File: config.mk
export PLATFORM = sky130hd
export DESIGN_NAME = pkt_irq_status
export DESIGN_NICKNAME = d
export VERILOG_FILES = /design/src/rtl/pis_pkg.sv /design/src/rtl/pis_ack_decode.sv /design/src/rtl/pis_status_next.sv /design/src/rtl/pkt_irq_status.sv
export SDC_FILE = /design/constraint.sdc
export NUM_CORES = 1
export LEC_CHECK = 0
export BUFFER_PORTS_ARGS = -buffer_cell sky130_fd_sc_hd__buf_2
export CAP_MARGIN = 20
export CORE_MARGIN = 4
export CORE_UTILIZATION = 39
export CTS_CLUSTER_DIAMETER = 100
export DETAILED_ROUTE_END_ITERATION = 16
export PLACE_DENSITY = 0.89
export SYNTH_ARGS = -nofsm -noshare
export SYNTH_HDL_FRONTEND = slang
export SYNTH_SLANG_ARGS = --single-unit
File: constraint.sdc
create_clock -name clk -period 2.2 [get_ports clk]
set_input_delay 0.44 -clock clk [delete_from_list [all_inputs] [get_ports clk]]
set_output_delay 0.44 -clock clk [all_outputs]
set_load 0.005 [all_outputs]
File: src/rtl/pis_pkg.sv
package pis_pkg;

    localparam int ST_W = 8;

    localparam int BIT_RX       = 0;
    localparam int BIT_TXDONE   = 1;
    localparam int BIT_TXEMPTY  = 2;
    localparam int BIT_ALLOC    = 3;
    localparam int BIT_OVERRUN  = 4;
    localparam int BIT_EARLY_RX = 6;

    typedef logic [ST_W-1:0] irq_byte_t;

    localparam irq_byte_t RESET_STATUS = irq_byte_t'(1) << BIT_TXEMPTY;

    typedef struct packed {
        irq_byte_t status;
        irq_byte_t mask;
        logic      irq;
        logic      pop;
    } pis_state_t;

endpackage

File: src/rtl/pis_ack_decode.sv
module pis_ack_decode
    import pis_pkg::*;
#(
    parameter irq_byte_t ACK_MASK = 8'hD6
) (
    input  logic      ack_en,
    input  irq_byte_t ack_data,
    output irq_byte_t ack_clr,
    output logic      pop_req
);

    always_comb begin
        ack_clr = ack_en ? (ack_data & ACK_MASK) : '0;
        pop_req = ack_en & ack_data[BIT_TXDONE];
    end

endmodule

File: src/rtl/pis_status_next.sv
module pis_status_next
    import pis_pkg::*;
#(
    parameter irq_byte_t EVT_MASK = 8'h59
) (
    input  irq_byte_t status_q,
    input  irq_byte_t evt_set,
    input  irq_byte_t evt_clr,
    input  irq_byte_t ack_clr,
    input  logic      txq_empty,
    input  logic      txdone_nonempty,
    output irq_byte_t status_d
);

    irq_byte_t forced;
    irq_byte_t set_vec;
    irq_byte_t clr_vec;

    always_comb begin
        forced                = '0;
        forced[BIT_TXEMPTY]   = txq_empty;
        forced[BIT_TXDONE]    = txdone_nonempty;
        set_vec               = (evt_set & EVT_MASK) | forced;
        clr_vec               = (evt_clr & EVT_MASK) | ack_clr;
        // set has priority over any clear in the same cycle
        status_d              = (status_q & ~clr_vec) | set_vec;
    end

endmodule

File: src/rtl/pkt_irq_status.sv
module pkt_irq_status
    import pis_pkg::*;
#(
    parameter irq_byte_t ACK_MASK = 8'hD6,
    parameter irq_byte_t EVT_MASK = 8'h59
) (
    input  logic            clk,
    input  logic            rst_n,
    input  logic [ST_W-1:0] evt_set_i,
    input  logic [ST_W-1:0] evt_clr_i,
    input  logic            tx_queue_empty_i,
    input  logic            txdone_nonempty_i,
    input  logic            mask_wr_en_i,
    input  logic [ST_W-1:0] mask_wr_data_i,
    input  logic            ack_wr_en_i,
    input  logic [ST_W-1:0] ack_wr_data_i,
    output logic [ST_W-1:0] status_o,
    output logic [ST_W-1:0] mask_o,
    output logic            irq_o,
    output logic            txdone_pop_o
);

    localparam pis_state_t RST_STATE = '{status: RESET_STATUS, mask: '0, irq: 1'b0, pop: 1'b0};

    pis_state_t st_d, st_q;
    irq_byte_t  ack_clr;
    logic       pop_req;
    irq_byte_t  status_nx;

    pis_ack_decode #(.ACK_MASK(ACK_MASK)) u_ack (
        .ack_en   (ack_wr_en_i),
        .ack_data (ack_wr_data_i),
        .ack_clr  (ack_clr),
        .pop_req  (pop_req)
    );

    pis_status_next #(.EVT_MASK(EVT_MASK)) u_next (
        .status_q        (st_q.status),
        .evt_set         (evt_set_i),
        .evt_clr         (evt_clr_i),
        .ack_clr         (ack_clr),
        .txq_empty       (tx_queue_empty_i),
        .txdone_nonempty (txdone_nonempty_i),
        .status_d        (status_nx)
    );

    always_comb begin
        st_d        = st_q;
        st_d.status = status_nx;
        if (mask_wr_en_i) begin
            st_d.mask = mask_wr_data_i;
        end
        // line computed from next values so it lines up with the registered bytes
        st_d.irq    = |(st_d.status & st_d.mask);
        st_d.pop    = pop_req;
    end

    always_ff @(posedge clk or negedge rst_n) begin
        if (!rst_n) begin
            st_q <= RST_STATE;
        end else begin
            st_q <= st_d;
        end
    end

    assign status_o     = st_q.status;
    assign mask_o       = st_q.mask;
    assign irq_o        = st_q.irq;
    assign txdone_pop_o = st_q.pop;

endmodule

Yosys cells after proc, flatten, opt, wreduce, memory -nomap -nowiden --
Index checks and enable logic that the tools add are counted. W data, S select, Z words.
Word-level totals: input port bits 38, bits in registers 18, word-level logic and storage cells 14
Operators by class: reduce and logical (&&, ||, !) cells 1, bitwise operators 7, muxes and demuxes 2
Operators with widths (number):
- $and A8 B8 Y8 | 2
- $mux W8 | 2
- $not A8 Y8 | 1
- $or A7 B8 Y8 | 1
- $or A8 B7 Y8 | 1
- $reduce_or A8 Y1 | 1
- $or A7 B3 Y7 | 1
- $and A1 B1 Y1 | 1

Longest topological paths before layout --
depth after elaboration 7, gate-level depth with buffers 4

By module --
Synthesis repeated with hierarchy kept, for this count alone.
Unflattened totals: cell total of the unflattened synthesis 56, area total of the unflattened synthesis 764.5 µm²
Modules (own cells, without submodules):
- pkt_irq_status | area each 619.3 µm², sequential area each 451.7 µm², cells each 32, times used 1
- pis_status_next | area each 80.1 µm², sequential area each 0.0 µm², cells each 14, times used 1
- pis_ack_decode | area each 65.1 µm², sequential area each 0.0 µm², cells each 10, times used 1

Least setup slack after synthesis --
No wires, ideal clock.
path type input port to flip-flop, start point in mask_wr_en_i, end point reg st_q (netlist bit irq_o), stages on the path 4, required time 2.066 ns, path slack 0.843 ns, library setup time 0.134 ns, arrival 1.224 ns, cells stage by stage buf_6 -> mux2_4 -> a22o_1 -> nand4bb_1
RTL lines:
- from (decl) | RTL line pkt_irq_status.sv:13 | input logic mask_wr_en_i,
- to (signal assigned) | RTL line pkt_irq_status.sv:62 | st_q <= st_d;
- to (decl) | RTL line pkt_irq_status.sv:25 | pis_state_t st_d, st_q;

Worst setup path in the final report --
start point reg st_q (netlist bit status_o[2]), end point out status_o[2]
RTL lines:
- to (decl) | RTL line pkt_irq_status.sv:17 | output logic [ST_W-1:0] status_o,
No word-level cell between the ends.

==> results.yml <==
timing:
  final_min_period_over_clock_period: 0.618
  setup_viol: 0
  fmaxAchievable_mhz: 735
  min_period_ns: 1.36
  unrepaired_setup_endpoints_after_global_routing: "no"
  finalHoldViolations: 0
  skew_ns: 0.00167
  final-max-slew-violation-count: 0
  fin_setup_tns_ns: 0
clock_network:
  cts_buffers: 3
  clk_transition_reported_paths_ns: 0.09
  cts.repair.resized: 0
  cts_num_sinks: 17
  maximum_number_of_buffers_from_clock_root_to_sink: 2
  htree_num_levels: 1
  cts_hold_buf: 0
  cts_setup_buffers: 0
  cts_tree: "built"
  clock_latency_ns: 0.28
  clock-root-buffer: "sky130_fd_sc_hd__clkbuf_4"
worst_setup_path:
  setup.worst_path.start_class: "flop"
  timing.critical_path.fanout_max: 2
  cp_cell_sequence: "buf_2"
  endpoint_kind: "output port"
  timing.critical_path.buf_inv: 1
  path_delay_family: "flip-flops"
  cp_num_cells: 1
  crit_required_ns: 1.76
  critical-path-slowest-cell: "sky130_fd_sc_hd__dfstp_2"
  regToRegSetupSlack_ns: 1.01
  rr_worst_depth: 3
  cp_data_arrival_time_ns: 0.92
  critPathKind: "flop to output port"
  timing.critical_path.slowest_cell_delay_ns: 0.54
place:
  gpl.final_weighted_congestion: 0.707
  port-buffer-count: 43
  dp_hpwl_mm: 1.26
  placement.cell_area_sq_um: 893
grt:
  first_global_vias: 579
  grt_antenna_before_repair: 0
  maximum_number_of_pins_on_one_net_before_global_route_repair: 18
  grt_first_pass_wirelength_mm: 2.46
  grt_use_total: 0.131
  global_route.usage.met1: 0.137
  grt_util_met2: 0.231
  globalRouteOverflowTotal: 0
  busiest_metal_layer_after_global_routing: "met2"
  grt_util_met3: 0.0512
yosys:
  synthTopCellsByArea: "sky130_fd_sc_hd__dfrtp_1, sky130_fd_sc_hd__mux2_2, sky130_fd_sc_hd__a21o_1, sky130_fd_sc_hd__mux2_4, sky130_fd_sc_hd__dfstp_2"
  yosys.cell_types.count: 16
  postSynth.topFlopCell: "sky130_fd_sc_hd__dfrtp_1"
  synth_area_sq_um: 677
  post_synth_edffs: 0
  synth_top_cells_by_count: "sky130_fd_sc_hd__dfrtp_1, sky130_fd_sc_hd__mux2_2, sky130_fd_sc_hd__inv_1, sky130_fd_sc_hd__a21o_1, sky130_fd_sc_hd__nand2_1"
  synth_largest_area_cell: "sky130_fd_sc_hd__dfrtp_1"
  yosysTopAreaCellShare: 0.591
  synth_area_per_cell_sq_um: 13.8
  mappedNetlistNets: 87
  asyncSetResetFlopFracSynth: 1.00
  count_of_state_elements_after_synthesis: 17
  post-synth-top-count-cell: "sky130_fd_sc_hd__dfrtp_1"
  synth-seq-area-share: 0.630
  synthesis.instances: 49
  synth-warning-count: 0
detailed_routing:
  drc: 0
  via_per_inst: 4.92
  remaining_number_of_nets_flagged_by_the_antenna_check_after_routing: 0
  wl_per_cell_um: 13.5
  via_count: 541
  firstDrtPassIters: 2
  drt_first_iter_violations: 3
  finalWirelength_mm: 1.48
die:
  placement_rows: 14
  floorplan.die.height_um: 49.7
  pin_count: 56
  start_util: 0.429
  core_sq_um: 1580
  die_width_um: 49.7
  fp.dieArea_sq_um: 2470
run:
  cap_viol_max_count: 0
pwr:
  max-vdd-ir-drop_mv: 0.292
  power_density_nw_per_um2: 666
  design_power_total_uw: 613
  p_leak_nw: 0.496
cells_and_area:
  design_area_sq_um: 920
  num_antenna_cells: 0
  flow.area_growth_from_synthesis_pct: 35.9
  final_layout_size_suffix_gt1_frac: 0.606
  fin_nets: 133
  final.fill_count: 140
status:
  run_status: "finished, final reports clean"
min_path:
  min-delay-path-class: "primary input to asynchronous set/reset pin"
-- where the power goes --
group | switching [mW] | total, mW | internal (mW)
combinational | 0.0437 | 0.104 | 0.0605
clock | 0.0894 | 0.160 | 0.0703
sequential | 0.0112 | 0.349 | 0.338
-- cell type report --
type	instances	area (sq um)	share of cell area
Multi-Input combinational cell	25	213	0.231
Timing Repair Buffer	43	215	0.234
Inverter	5	18.8	0.0204
Clock buffer	4	26.3	0.0286
Tap cell	16	20.0	0.0218
Sequential cell	17	427	0.464
-- state kept, by name, summed over array words and instances, names as in the netlist --
| signal | count |
|---|---|
| txdone_pop_o | 1 |
| mask_o | 8 |
| irq_o | 1 |
| status_o | 7 |
-- stage by stage --
stage / utilization / instances / worst slack, ns / hold slack, ns
2_1_floorplan: - / 49 / 0.843 / 0.144
3_3_place_gp: 0.567 / 106 / 0.688 / 0.368
3_5_place_dp: 0.567 / 106 / 0.680 / 0.374
4_1_cts: 0.583 / 110 / 0.824 / 0.0602
5_1_grt: 0.583 / 110 / 0.802 / 0.0739
6_report: 0.583 / 110 / 0.839 / 0.0556
-- final timing paths --
check,startpoint,endpoint
setup / recovery,status_o[2],status_o[2]
hold / removal,rst_n,mask_o[6]
setup reg to reg,mask_o[3],irq_o
hold reg to reg,status_o[3],status_o[3]
max in group asynchronous,rst_n,status_o[2]
min in group clk,evt_set_i[3],status_o[3]
-- kinds of logic after synthesis --
kind of cell / Yosys count / share of synthesized area
simple gates: 6 / 0.0481
compound gates: 10 / 0.116
other cells: 1 / 0.00554
flops: 17 / 0.630
buf+inv: 7 / 0.0555
mux: 8 / 0.144
-- routing by layer --
layer	wire length [um]	vias to the layer above
met2	800	24
met5	0	-
met1	521	261
met3	160	0
met4	0	0
li1	-	256
-- cells in the final DEF (no fill, tap or decap) --
cell type	instances
sky130_fd_sc_hd__a21boi_0	1
sky130_fd_sc_hd__a21o_1	4
sky130_fd_sc_hd__a22o_1	1
sky130_fd_sc_hd__a22oi_1	2
sky130_fd_sc_hd__a31o_2	2
sky130_fd_sc_hd__and2_1	1
sky130_fd_sc_hd__buf_2	43
sky130_fd_sc_hd__clkbuf_1	1
sky130_fd_sc_hd__clkbuf_4	3
sky130_fd_sc_hd__conb_1	1
sky130_fd_sc_hd__dfrtp_1	16
sky130_fd_sc_hd__dfstp_2	1
sky130_fd_sc_hd__inv_1	5
sky130_fd_sc_hd__mux2_2	6
sky130_fd_sc_hd__mux2_4	2
sky130_fd_sc_hd__nand2_1	4
sky130_fd_sc_hd__nand4bb_1	1
(Power assumes the default switching activity.)
